## config.mk

```make
export PLATFORM = sky130hd
export DESIGN_NAME = victim_way_select
export DESIGN_NICKNAME = d
export VERILOG_FILES = /design/src/rtl/evict_pkg.sv /design/src/rtl/evict_plru_tree.sv /design/src/rtl/evict_ctrl.sv /design/src/rtl/evict_dp.sv /design/src/rtl/victim_way_select.sv
export SDC_FILE = /design/constraint.sdc
export NUM_CORES = 1
export LEC_CHECK = 0
export BUFFER_PORTS_ARGS = -buffer_cell sky130_fd_sc_hd__buf_2
export CAP_MARGIN = 20
export CORE_ASPECT_RATIO = 0.75
export CORE_MARGIN = 2
export CORE_UTILIZATION = 67
export DETAILED_ROUTE_END_ITERATION = 6
export PLACE_DENSITY = 0.85
export RECOVER_POWER = 50
export SLEW_MARGIN = 25
export SYNTH_ARGS = -nofsm -noshare
export SYNTH_HDL_FRONTEND = slang
export SYNTH_SLANG_ARGS = --single-unit
```

## constraint.sdc

```tcl
create_clock -name clk -period 8.3 [get_ports clk]
set_clock_uncertainty 0.1 [all_clocks]
set_input_delay 1.66 -clock clk [delete_from_list [all_inputs] [get_ports clk]]
set_output_delay 1.66 -clock clk [all_outputs]
set_load 0.02 [all_outputs]
```

## src/rtl/evict_pkg.sv

```systemverilog
package evict_pkg;

  typedef enum logic [1:0] {
    POL_LRU  = 2'd0,
    POL_TREE = 2'd1,
    POL_RR   = 2'd2,
    POL_NMRU = 2'd3
  } policy_e;

  // Strobes from control to datapath
  typedef struct packed {
    logic touch;        // hit update of recency state
    logic fill;         // miss: pick a victim and touch it
    logic takeInvalid;  // an invalid way overrides the policy
    logic useTree;      // tree walk supplies the choice
    logic advancePtr;   // round-robin pointer moves
    logic allowSkip;    // step over the most recent way
  } evictCtrl_t;

endpackage

```

## src/rtl/evict_plru_tree.sv

```systemverilog
module evict_plru_tree #(
  parameter int NUM_WAYS = 4,
  localparam int WAY_W = $clog2(NUM_WAYS),
  localparam int TREE_W = NUM_WAYS - 1
) (
  input  logic [TREE_W-1:0] treeIn,
  input  logic [WAY_W-1:0]  touchWay,
  output logic [WAY_W-1:0]  victimWay,
  output logic [TREE_W-1:0] treeOut
);

  generate
    if (NUM_WAYS == 2) begin : g_pair
      // One bit is exact LRU: it names the way not touched last
      assign victimWay = treeIn[0];
      assign treeOut   = ~touchWay;
    end else begin : g_tree
      always_comb begin
        int node;
        node = 1;
        victimWay = '0;
        for (int lvl = 0; lvl < WAY_W; lvl++) begin
          victimWay[WAY_W-1-lvl] = treeIn[node-1];
          node = 2 * node + int'(treeIn[node-1]);
        end
      end

      always_comb begin
        int node;
        logic dirBit;
        node = 1;
        treeOut = treeIn;
        for (int lvl = 0; lvl < WAY_W; lvl++) begin
          dirBit = touchWay[WAY_W-1-lvl];
          treeOut[node-1] = ~dirBit;
          node = 2 * node + int'(dirBit);
        end
      end
    end
  endgenerate

endmodule

```

## src/rtl/evict_ctrl.sv

```systemverilog
module evict_ctrl
  import evict_pkg::*;
(
  input  logic       clk,
  input  logic       rst,
  input  logic       accessValid,
  input  logic       missValid,
  input  logic [1:0] policySel,
  input  logic       anyInvalid,
  output evictCtrl_t ctrlOut
);

  policy_e policy;
  assign policy = policy_e'(policySel);

  always_comb begin
    ctrlOut             = '0;
    ctrlOut.fill        = missValid;
    ctrlOut.touch       = accessValid && !missValid;
    ctrlOut.takeInvalid = missValid && anyInvalid;
    ctrlOut.useTree     = (policy == POL_LRU) || (policy == POL_TREE);
    ctrlOut.allowSkip   = (policy == POL_NMRU);
    ctrlOut.advancePtr  = missValid && !anyInvalid &&
                          ((policy == POL_RR) || (policy == POL_NMRU));
  end

  // hit and miss strobes are mutually exclusive
  a_r2_strobes_exclusive: assert property (@(posedge clk) disable iff (rst)
    !(accessValid && missValid));

endmodule

```

## src/rtl/evict_dp.sv

```systemverilog
module evict_dp
  import evict_pkg::*;
#(
  parameter int NUM_WAYS = 4,
  parameter int NUM_SETS = 16,
  localparam int WAY_W = $clog2(NUM_WAYS),
  localparam int SET_W = $clog2(NUM_SETS),
  localparam int TREE_W = NUM_WAYS - 1
) (
  input  logic                clk,
  input  logic                rst,
  input  evictCtrl_t          ctrlIn,
  input  logic [WAY_W-1:0]    accessWay,
  input  logic [SET_W-1:0]    setIdx,
  input  logic [NUM_WAYS-1:0] wayValidMask,
  output logic                anyInvalid,
  output logic                victimValid,
  output logic [WAY_W-1:0]    victimWay
);

  logic [TREE_W-1:0] treeMem [NUM_SETS];
  logic [WAY_W-1:0]  ptrMem  [NUM_SETS];
  logic [WAY_W-1:0]  mruMem  [NUM_SETS];
  logic [NUM_SETS-1:0] mruKnown;

  logic [TREE_W-1:0] curTree, treeNext;
  logic [WAY_W-1:0]  curPtr, curMru;
  logic              curKnown;
  logic [WAY_W-1:0]  invalidWay, treeVictim, rrPick, pickWay, touchWay;
  logic              skipMru;

  assign curTree  = treeMem[setIdx];
  assign curPtr   = ptrMem[setIdx];
  assign curMru   = mruMem[setIdx];
  assign curKnown = mruKnown[setIdx];

  // Lowest-numbered invalid way
  always_comb begin
    invalidWay = '0;
    anyInvalid = 1'b0;
    for (int w = NUM_WAYS - 1; w >= 0; w--) begin
      if (!wayValidMask[w]) begin
        invalidWay = WAY_W'(w);
        anyInvalid = 1'b1;
      end
    end
  end

  assign skipMru = ctrlIn.allowSkip && curKnown && (curPtr == curMru);
  assign rrPick  = skipMru ? curPtr + WAY_W'(1) : curPtr;

  always_comb begin
    if (ctrlIn.takeInvalid)  pickWay = invalidWay;
    else if (ctrlIn.useTree) pickWay = treeVictim;
    else                     pickWay = rrPick;
  end

  assign touchWay = ctrlIn.fill ? pickWay : accessWay;

  evict_plru_tree #(.NUM_WAYS(NUM_WAYS)) u_tree (
    .treeIn   (curTree),
    .touchWay (touchWay),
    .victimWay(treeVictim),
    .treeOut  (treeNext)
  );

  always_ff @(posedge clk) begin
    if (rst) begin
      for (int s = 0; s < NUM_SETS; s++) begin
        treeMem[s] <= '0;
        ptrMem[s]  <= '0;
        mruMem[s]  <= '0;
      end
      mruKnown    <= '0;
      victimValid <= 1'b0;
      victimWay   <= '0;
    end else begin
      if (ctrlIn.touch || ctrlIn.fill) begin
        treeMem[setIdx]  <= treeNext;
        mruMem[setIdx]   <= touchWay;
        mruKnown[setIdx] <= 1'b1;
      end
      if (ctrlIn.advancePtr) ptrMem[setIdx] <= pickWay + WAY_W'(1);
      victimValid <= ctrlIn.fill;
      if (ctrlIn.fill) victimWay <= pickWay;
    end
  end

  // an invalid way is always preferred
  a_r3_invalid_first: assert property (@(posedge clk) disable iff (rst)
    ctrlIn.fill && anyInvalid |-> !wayValidMask[pickWay]);

  // NMRU never returns the known most recent way
  a_r7_nmru_avoids_mru: assert property (@(posedge clk) disable iff (rst)
    ctrlIn.fill && ctrlIn.allowSkip && !anyInvalid && curKnown |-> pickWay != curMru);

  // a hit leaves the pointer of its set alone
  a_r6_hit_keeps_pointer: assert property (@(posedge clk) disable iff (rst)
    ctrlIn.touch |=> ptrMem[$past(setIdx)] == $past(curPtr));

  // after a touch the tree no longer names the touched way
  a_r5_tree_points_away: assert property (@(posedge clk) disable iff (rst)
    (ctrlIn.touch || ctrlIn.fill) |=>
      (setIdx != $past(setIdx)) || (treeVictim != $past(touchWay)));

endmodule

```

## src/rtl/victim_way_select.sv

```systemverilog
module victim_way_select
  import evict_pkg::*;
#(
  parameter int NUM_WAYS = 4,
  parameter int NUM_SETS = 16,
  localparam int WAY_W = $clog2(NUM_WAYS),
  localparam int SET_W = $clog2(NUM_SETS)
) (
  input  logic                clk,
  input  logic                rst,
  input  logic                accessValid,
  input  logic [WAY_W-1:0]    accessWay,
  input  logic                missValid,
  input  logic [SET_W-1:0]    setIdx,
  input  logic [1:0]          policySel,
  input  logic [NUM_WAYS-1:0] wayValidMask,
  output logic                victimValid,
  output logic [WAY_W-1:0]    victimWay
);

  evictCtrl_t ctrlBus;
  logic       anyInvalid;

  evict_ctrl u_ctrl (
    .clk        (clk),
    .rst        (rst),
    .accessValid(accessValid),
    .missValid  (missValid),
    .policySel  (policySel),
    .anyInvalid (anyInvalid),
    .ctrlOut    (ctrlBus)
  );

  evict_dp #(.NUM_WAYS(NUM_WAYS), .NUM_SETS(NUM_SETS)) u_dp (
    .clk         (clk),
    .rst         (rst),
    .ctrlIn      (ctrlBus),
    .accessWay   (accessWay),
    .setIdx      (setIdx),
    .wayValidMask(wayValidMask),
    .anyInvalid  (anyInvalid),
    .victimValid (victimValid),
    .victimWay   (victimWay)
  );

  // a victim only follows a miss
  a_r2_victim_after_miss: assert property (@(posedge clk) disable iff (rst)
    victimValid |-> $past(missValid));

endmodule

```

; ---- Yosys cells after proc, flatten, opt, wreduce, memory -nomap -nowiden
; Memory sizes are Yosys's and may differ from the RTL's.
; Index checks and enable logic that the tools add are counted.
[word_totals]
register_bits = 19
ram_bits = 112
wordCells = 80
n_memories = 3
[classes]
n_addsub = 6
order_cmp = 5
eq_ne = 4
muxes = 39
bitwise_logic = 3
reduce_logical = 17
[memory_table]
columns = name, depth, word_bits, read_ports, rd_ports_with_merged_regs, write_ports, line
row1 = u_dp.treeMem, 16, 3, 1, 0, 16, evict_dp.sv:21  ; logic [TREE_W-1:0] treeMem [NUM_SETS];
row2 = u_dp.mruMem, 16, 2, 1, 0, 16, evict_dp.sv:23  ; logic [WAY_W-1:0] mruMem [NUM_SETS];
row3 = u_dp.ptrMem, 16, 2, 1, 0, 16, evict_dp.sv:22  ; logic [WAY_W-1:0] ptrMem [NUM_SETS];
[op_table]
columns = op, n
row1 = less-than comparator 32 x 4 -> 1 bit (second input constant), 1
row2 = subtractor 32 x 2 -> 32 bit (second input constant), 1
row3 = two-way mux 1 bit, 20
row4 = two-way mux 2 bit, 10
row5 = bitwise OR 16 bit, 1
row6 = two-way mux 4 bit, 3
row7 = greater-or-equal comparator 4 x 1 -> 1 bit (second input constant), 2
row8 = logical AND 1 bit, 8
row9 = adder 2 x 1 -> 3 bit (first input constant), 2
row10 = less-than comparator 4 x 5 -> 1 bit (second input constant), 1
row11 = adder 2 x 1 -> 2 bit (second input constant), 2
row12 = binary-select mux 1 bit (select 4 bit), 1
row13 = demux 1 bit (select 4 bit), 1
row14 = equality test 2 bit (second input constant), 2
row15 = less-than comparator 4 bit (second input constant), 1
row16 = OR reduction 2 bit, 2
row17 = subtractor 3 x 1 -> 4 bit (second input constant), 1
row18 = bitwise mux 3 bit, 1
row19 = logical OR 1 bit, 3
row20 = two-way mux 3 bit, 1
row21 = OR reduction 3 bit, 1
row22 = binary-select mux 1 bit (select 2 bit), 1
row23 = demux 1 bit (select 2 bit), 1
row24 = equality test 2 x 1 -> 1 bit (second input constant), 1
row25 = 4 further kinds, 6

; ---- Depth between registers and ports, before layout
; Gate-level depths: netlist (run 1).
; An unclocked memory read counts as a cell.
[depth]
word_depth = 17
depth_mapped = 14
depth_no_buf = 8

; ---- By module
; From an unflattened synthesis (run 1), not the netlist that was laid out.
[hier_totals]
cells_unflattened = 529
area_unflattened_um2 = 6576.3
[by_module_without_submodules]
columns = module, instances, cells_per_inst, area_each_um2
row1 = evict_dp, 1, 516, 6490.0
row2 = evict_plru_tree, 1, 7, 46.3
row3 = evict_ctrl, 1, 6, 40.0

; ---- Least setup slack after synthesis (run 1)
; No wires, ideal clock.
[synth_timing]
path_type = input to register
from = input port setIdx[0]
to = memory u_dp.treeMem[10][2] (netlist bit), data pin
setup_ps = 268
arrival_ps = 3913
path_slack_ps = 4019
cell_stages = 12
path_buffers = 5
path_cell_list = buf_6 > buf_6 > buf_6 > mux4_2 > a22oi_1 > a22oi_2 > o211a_2 > a31o_1 > buf_4 > nand2_2 > buf_2 > o31ai_1
[synth_rtl]
columns = item, line
row1 = from (decl), victim_way_select.sv:14  ; input logic [SET_W-1:0] setIdx,
row2 = to (decl), evict_dp.sv:21

==> flow_summary_export.csv, run 1 <==
group,metric,value,unit
drt,drc,0,
global_routing,grt_max_degree,54,
drt,final_antenna_net_count,0,
drt,route.vias.total,4950,
clock_network,clk_root_buffer_cell,"clkbuf_16",
synth,synth_area_leader_cell,"edfxtp_1",
synth,syn_area_per_cell,11.9,um^2
pwr,ir_drop,0.000156,V
layout,diodes,0,
drt,drt-pass1-iter-count,6,
setup_path,end_kind,"flip-flop",
timing,period_needed,5.64,ns
hold_path,hold_depth,2,
setup_path,r2r_cells,8,
drt,drt_wl_total,17300,um
synth,yosys_warnings,0,
pwr,switching_share,25.0,%
pwr,power_frac_comb,10.5,%
clock_network,cts.clk_slew.worst_paths,0.06,ns
timing,hold_viol,0,
timing,tns,0,ns
layout,drive_above_1_share,17.5,%
synth,synth_cell_types,45,
synth,synth_nets,593,
global_routing,first_global_vias,4771,
die,initial_utilization,69.9,%
clock_network,postCtsHoldBufs,0,
clock_network,htree_num_levels,4,
synth,ys.flop_type,"edfxtp_1",
die,die-area,11100,um^2
pwr,power_density,227,nW/um^2
die,io_pins,19,
layout,synthToLayoutAreaGrowth,9.33,%
global_routing,grt_usage,33.5,%
run_status,status,"finished, violations left",
synth,synth_edf_count,112,
pwr,power.switching,0.425,mW
setup_path,worst-path-max-fanout,32,
pwr,leakage,2.57,nW
drt,first_iter_violations,703,
global_routing,antenna_found_initial,0,
global_routing,grt_overflow,0,
layout,final_common_cell,"edfxtp_1",
setup_path,crit_arrival,5.77,ns
clock_network,cts.sinks,131,
timing,maxSlewViolCount,54,
timing,max_freq,177,MHz
clock_network,numCtsBuffers,17,
clock_network,post_cts_buffers,0,
layout,final_nets,586,
timing,tightestPinTransition,2.04,ns
synth,yosys.area.top_type_share,49.1,%
timing,slew_headroom,-36.2,%
setup_path,crit-reg2reg-launch,"u_dp.ptrMem[14][1]$_SDFFCE_PN0P_",
synth,ys_top_cells_by_area,"edfxtp_1, mux4_2, dfxtp_1, nor2_1, nand2b_1",
timing,setup_viol,0,
synth,synth_area,6860,um^2
run_status,failed_checks,"max-capacitance violations, max-slew violations",
timing,min_period_over_period,68.0,%
hold_path,min_from,"u_dp.mruKnown[13]$_SDFFE_PP0N_",
synth,synthArstFlopShare,0,%
layout,fin_util,76.4,%
drt,wl_per_cell,24.1,um
clock_network,cts_tree,"yes",
die,fp.dieH,91.6,um
global_routing,grt_pass1_wl,27100,um
setup_path,r2r_end,"u_dp.treeMem[14][2]$_SDFFCE_PN0P_",
drt,viasPerCell,6.92,
setup_path,critPathKind,"input port to flip-flop",
hold_path,worstHoldPathType,"flip-flop to flip-flop",
clock_network,cts_resized,0,
placement,dpl.hpwl,11100,um
layout,layout_common_cells,"edfxtp_1, nor2_1, nand2_1",
placement,pre_cts_ws,2.39,ns
timing,timing.hold.ws,0.380,ns
synth,syn_inst,577,
pwr,power_frac_seq,44.0,%
flow_run,cap_violations,1,
pwr,pwr-share-clk,45.6,%
synth,ys_seq_elements,131,
pwr,internal_power,1.28,mW
timing,rsz0062_at_grt,"false",
setup_path,start_kind,"input port",
synth,ys_seq_area_share,54.6,%
clock_network,clk_latency,0.43,ns
clock_network,clockBufferDepth,2,
setup_path,cp_data_required_time,8.43,ns
timing,postLayoutSetupSlackWorst,2.66,ns
setup_path,r2r_setup_slack,4.37,ns
die,core_area,9810,um^2
placement,gp_congestion,0.899,
die,rows,31,
hold_path,whs_endpoint,"u_dp.mruKnown[13]$_SDFFE_PP0N_",
placement,portBuffers,18,
die,die_w,121,um
-- cells by family (layout without fill, tap and decap cells) --
family                    after synthesis  after routing  synth area share, %
and+or+nand+nor                       231            231                 16.1
muxes                                  43             43                 11.4
DFF                                   131            131                 54.6
AOI/OAI and AO/OA                     101            101                 12.0
xor gates and xnor gates                3              3                0.657
buffers and inverters                  68             74                 5.24
-- cell usage after synthesis (17+ instances only) --
library cell and count:
edfxtp_1 112, nor2_1 87, nand2_1 38, nand2b_1 33
mux4_2 28, o31ai_1 26, clkbuf_1 20, nor3_1 20
dfxtp_1 19, o211ai_1 18, inv_1 17, nand4_1 17
-- critical path, cell delays in order --
cell      delay (ns)
buf_2           0.58
buf_4           0.46
mux4_2          0.56
mux2i_1         0.24
mux2i_1         0.13
nand3b_1        0.12
o211a_2         0.26
a31o_1          0.67
nand2_2         0.62
o31ai_1         0.43
-- power by group through the flow --
stage	registers, mW	clock network (mW)	logic, mW
2_1_floorplan	0.757	0	0.135
3_3_place_gp	0.759	0	0.165
3_5_place_dp	0.761	0	0.172
4_1_cts	0.748	0.772	0.174
5_1_grt	0.750	0.805	0.187
6_report	0.748	0.776	0.178
-- final cells by class --
class                           count  area (um^2)
Clock buffer                       20          447
Sequential cell                   131         3740
Timing Repair Buffer               25          158
Tap cell                          132          165
Multi-Input combinational cell    378         2760
Clock inverter                     12          156
Fill cell                         603         2320
Inverter                           17         63.8
-- state kept, by name, summed over array words and instances (netlist names) --
register / flops
u_dp.treeMem: 48
u_dp.mruMem: 32
u_dp.ptrMem: 32
u_dp.mruKnown: 16
u_dp.victimWay: 2
u_dp.victimValid: 1
-- worst max-delay path by stage --
stage	start	to	slack [ns]
final	setIdx[1]	u_dp.treeMem[14][2]$_SDFFCE_PN0P_	2.66
after global routing	setIdx[1]	u_dp.treeMem[4][2]$_SDFFCE_PN0P_	2.58
after CTS	setIdx[1]	u_dp.treeMem[14][2]$_SDFFCE_PN0P_	2.78
after detailed placement	setIdx[1]	u_dp.treeMem[8][2]$_SDFFCE_PN0P_	2.39
after global placement	setIdx[1]	u_dp.treeMem[6][1]$_SDFFCE_PN0P_	2.55
after floorplan	setIdx[0]	u_dp.treeMem[10][2]$_SDFFCE_PN0P_	4.02
-- metal layers --
layer | part of all wire [%] | vias up | global-route usage (%)
met5 | 0 | - | 0
met4 | 2.4 | 0 | 13.1
met2 | 47 | 361 | 51.3
met1 | 38 | 2400 | 45.7
li1 | - | 2147 | -
met3 | 12 | 42 | 9.55
-- stage by stage --
step | power [mW] | instance area (um^2) | std cells
floorplan | 0.892 | 6860 | 577
CTS | 1.69 | 7500 | 715
detailed placement | 0.933 | 6900 | 683
global placement | 0.925 | 6870 | 682
finish | 1.70 | 7490 | 715
global route | 1.74 | 7490 | 715
(Power assumes the default switching activity.)
==> run 2: changes to the inputs <==
--- a/config.mk
+++ b/config.mk
@@ -9,9 +9,9 @@
 export CAP_MARGIN = 20
 export CORE_ASPECT_RATIO = 0.75
 export CORE_MARGIN = 2
-export CORE_UTILIZATION = 67
+export CORE_UTILIZATION = 63
 export DETAILED_ROUTE_END_ITERATION = 6
-export PLACE_DENSITY = 0.85
+export PLACE_DENSITY = 0.8
 export RECOVER_POWER = 50
 export SLEW_MARGIN = 25
 export SYNTH_ARGS = -nofsm -noshare
==> constraint.sdc (replaced) <==
create_clock -name clk -period 5.2 [get_ports clk]
set_clock_uncertainty 0.1 [all_clocks]
set_input_delay 1.04 -clock clk [delete_from_list [all_inputs] [get_ports clk]]
set_output_delay 1.04 -clock clk [all_outputs]
set_load 0.02 [all_outputs]
==> run 2 against run 1 <==
Net effect:
- the run now ends clean
- sequential share of layout area down 0.44 points
- first-iteration DRC count down 1.4%
- utilization down 4.0 points
- combinational power up 64%
- sequential power up 59%
- clock power up 59%
- cell count up 1.8%
- non-clock buffer count up 9
- critical path depth up 1
- die area up 6.1%
- clock-buffer cell count down 3
- largest cell class unchanged
- largest power group unchanged
==> flow_summary_export.csv, run 2 (synthesis results as in run 1) <==
group,metric,value,unit
setup_path,cp_data_required_time,5.34,ns
drt,viasPerCell,6.98,
placement,portBuffers,18,
setup_path,r2r_cells,9,
clock_network,cts.clk_slew.worst_paths,0.06,ns
drt,wl_per_cell,24.5,um
global_routing,antenna_found_initial,0,
die,core_area,10500,um^2
timing,setup_viol,0,
pwr,leakage,2.60,nW
pwr,power_density,360,nW/um^2
layout,layout_common_cells,"edfxtp_1, nor2_1, nand2_1",
timing,slew_headroom,40.2,%
timing,tns,0,ns
clock_network,clockBufferDepth,2,
run_status,status,"finished clean",
setup_path,crit_arrival,4.63,ns
layout,top_regs,"u_dp.treeMem (48), u_dp.mruMem (32), u_dp.ptrMem (32)",
layout,final_common_cell,"edfxtp_1",
placement,dpl.hpwl,11800,um
layout,drive_above_1_share,18.9,%
clock_network,post_cts_buffers,0,
layout,largest-register,"u_dp.treeMem",
clock_network,cts_tree,"yes",
clock_network,cts.sinks,131,
timing,max_freq,223,MHz
global_routing,grt_overflow,0,
placement,gp_congestion,0.932,
die,initial_utilization,65.6,%
layout,diodes,0,
drt,route.vias.total,5079,
clock_network,numCtsBuffers,17,
flow_run,cap_violations,0,
setup_path,setup.worst_path.end,"u_dp.treeMem[7][1]$_SDFFCE_PN0P_",
timing,maxSlewViolCount,0,
pwr,fin_total_pwr,2.72,mW
setup_path,r2r_setup_slack,1.75,ns
layout,largest_register_ffs,48,
global_routing,first_global_vias,4943,
timing,timing.hold.ws,0.369,ns
layout,final_nets,595,
hold_path,worstHoldPathType,"flip-flop to flip-flop",
drt,drc,0,
placement,dp_cells,696,
setup_path,worst-path-max-fanout,32,
clock_network,clk_root_buffer_cell,"clkbuf_16",
die,die-area,11700,um^2
clock_network,clk_latency,0.43,ns
setup_path,r2r_end,"u_dp.treeMem[1][2]$_SDFFCE_PN0P_",
timing,tightestPinTransition,0.897,ns
setup_path,critPathKind,"input port to flip-flop",
die,die_w,124,um
die,rows,32,
global_routing,grt_usage,32.0,%
clock_network,postCtsHoldBufs,0,
layout,instances_no_fill,728,
setup_path,setup.worst_path.start,"setIdx[1]",
global_routing,grt_pass1_wl,28000,um
setup_path,crit-reg2reg-launch,"u_dp.ptrMem[14][1]$_SDFFCE_PN0P_",
setup_path,end_kind,"flip-flop",
clock_network,cts_resized,0,
timing,period_needed,4.49,ns
setup_path,start_kind,"input port",
drt,drt_wl_total,17900,um
pwr,ir_drop,0.000235,V
die,fp.dieH,94.3,um
timing,rsz0062_at_grt,"false",
drt,drt-pass1-iter-count,5,
layout,synthToLayoutAreaGrowth,10.3,%
drt,first_iter_violations,693,
drt,final_antenna_net_count,0,
die,io_pins,19,
timing,min_period_over_period,86.3,%
clock_network,htree_num_levels,4,
timing,hold_viol,0,
global_routing,grt_max_degree,37,
run 2: cell count changes in the layout (fill, tap and decap cells not counted), sizes merged:
cell,before,now
buf,21,29
clkbuf,24,22
clkinv,7,6
clkinvlp,1,4
inv,18,19
run 2: routing by layer:
layer | wire length [um] | vias to the layer above | global-route usage, %
li1 | - | 2172 | -
met1 | 7210 | 2476 | 45.6
met2 | 8040 | 377 | 48.5
met3 | 2130 | 54 | 7.82
met4 | 479 | 0 | 11.9
met5 | 0 | - | 0
run 2: worst min path at each step:
stage | startpoint | cells past startpoint | end
final | u_dp.mruKnown[12]$_SDFFE_PP0N_ | 2 | u_dp.mruKnown[12]$_SDFFE_PP0N_
after detailed placement | u_dp.mruKnown[0]$_SDFFE_PP0N_ | 2 | u_dp.mruKnown[0]$_SDFFE_PP0N_
after global placement | u_dp.mruKnown[12]$_SDFFE_PP0N_ | 2 | u_dp.mruKnown[12]$_SDFFE_PP0N_
after CTS | u_dp.mruKnown[0]$_SDFFE_PP0N_ | 2 | u_dp.mruKnown[0]$_SDFFE_PP0N_
after floorplan | u_dp.mruKnown[0]$_SDFFE_PP0N_ | 2 | u_dp.mruKnown[0]$_SDFFE_PP0N_
after global routing | u_dp.mruKnown[0]$_SDFFE_PP0N_ | 2 | u_dp.mruKnown[0]$_SDFFE_PP0N_
run 2: final cells by class:
type / instances / area (um^2)
Sequential cell: 131 / 3740
Fill cell: 679 / 2890
Multi-Input combinational cell: 378 / 2760
Clock buffer: 17 / 425
Timing Repair Buffer: 34 / 214
Clock inverter: 15 / 183
Tap cell: 136 / 170
Inverter: 17 / 63.8
run 2: per-stage QoR:
step | utilization (%) | setup slack (ns) | area, um^2
final | 72.4 | 0.713 | 7560
after global routing | 72.4 | 0.542 | 7560
after global placement | 66.6 | 0.655 | 6960
after detailed placement | 66.6 | 0.562 | 6960
after floorplan | - | 1.54 | 6860
after CTS | 72.4 | 0.900 | 7570
run 2: report_power, final:
group	internal, mW	switching [mW]	total [mW]	leakage (nW)
Sequential	1.18	0.0145	1.19	1.32
Combinational	0.0953	0.197	0.292	0.995
Clock	0.756	0.477	1.23	0.286
run 2: worst max-delay path, cell delays in order:
cell      delay [ns]
buf_2           0.55
clkbuf_1        0.66
mux4_2          0.40
a22oi_1         0.27
nand2_1         0.15
nand3b_1        0.20
o211a_2         0.19
a31oi_4         0.51
nor2_2          0.08
buf_4           0.26
o31ai_1         0.28
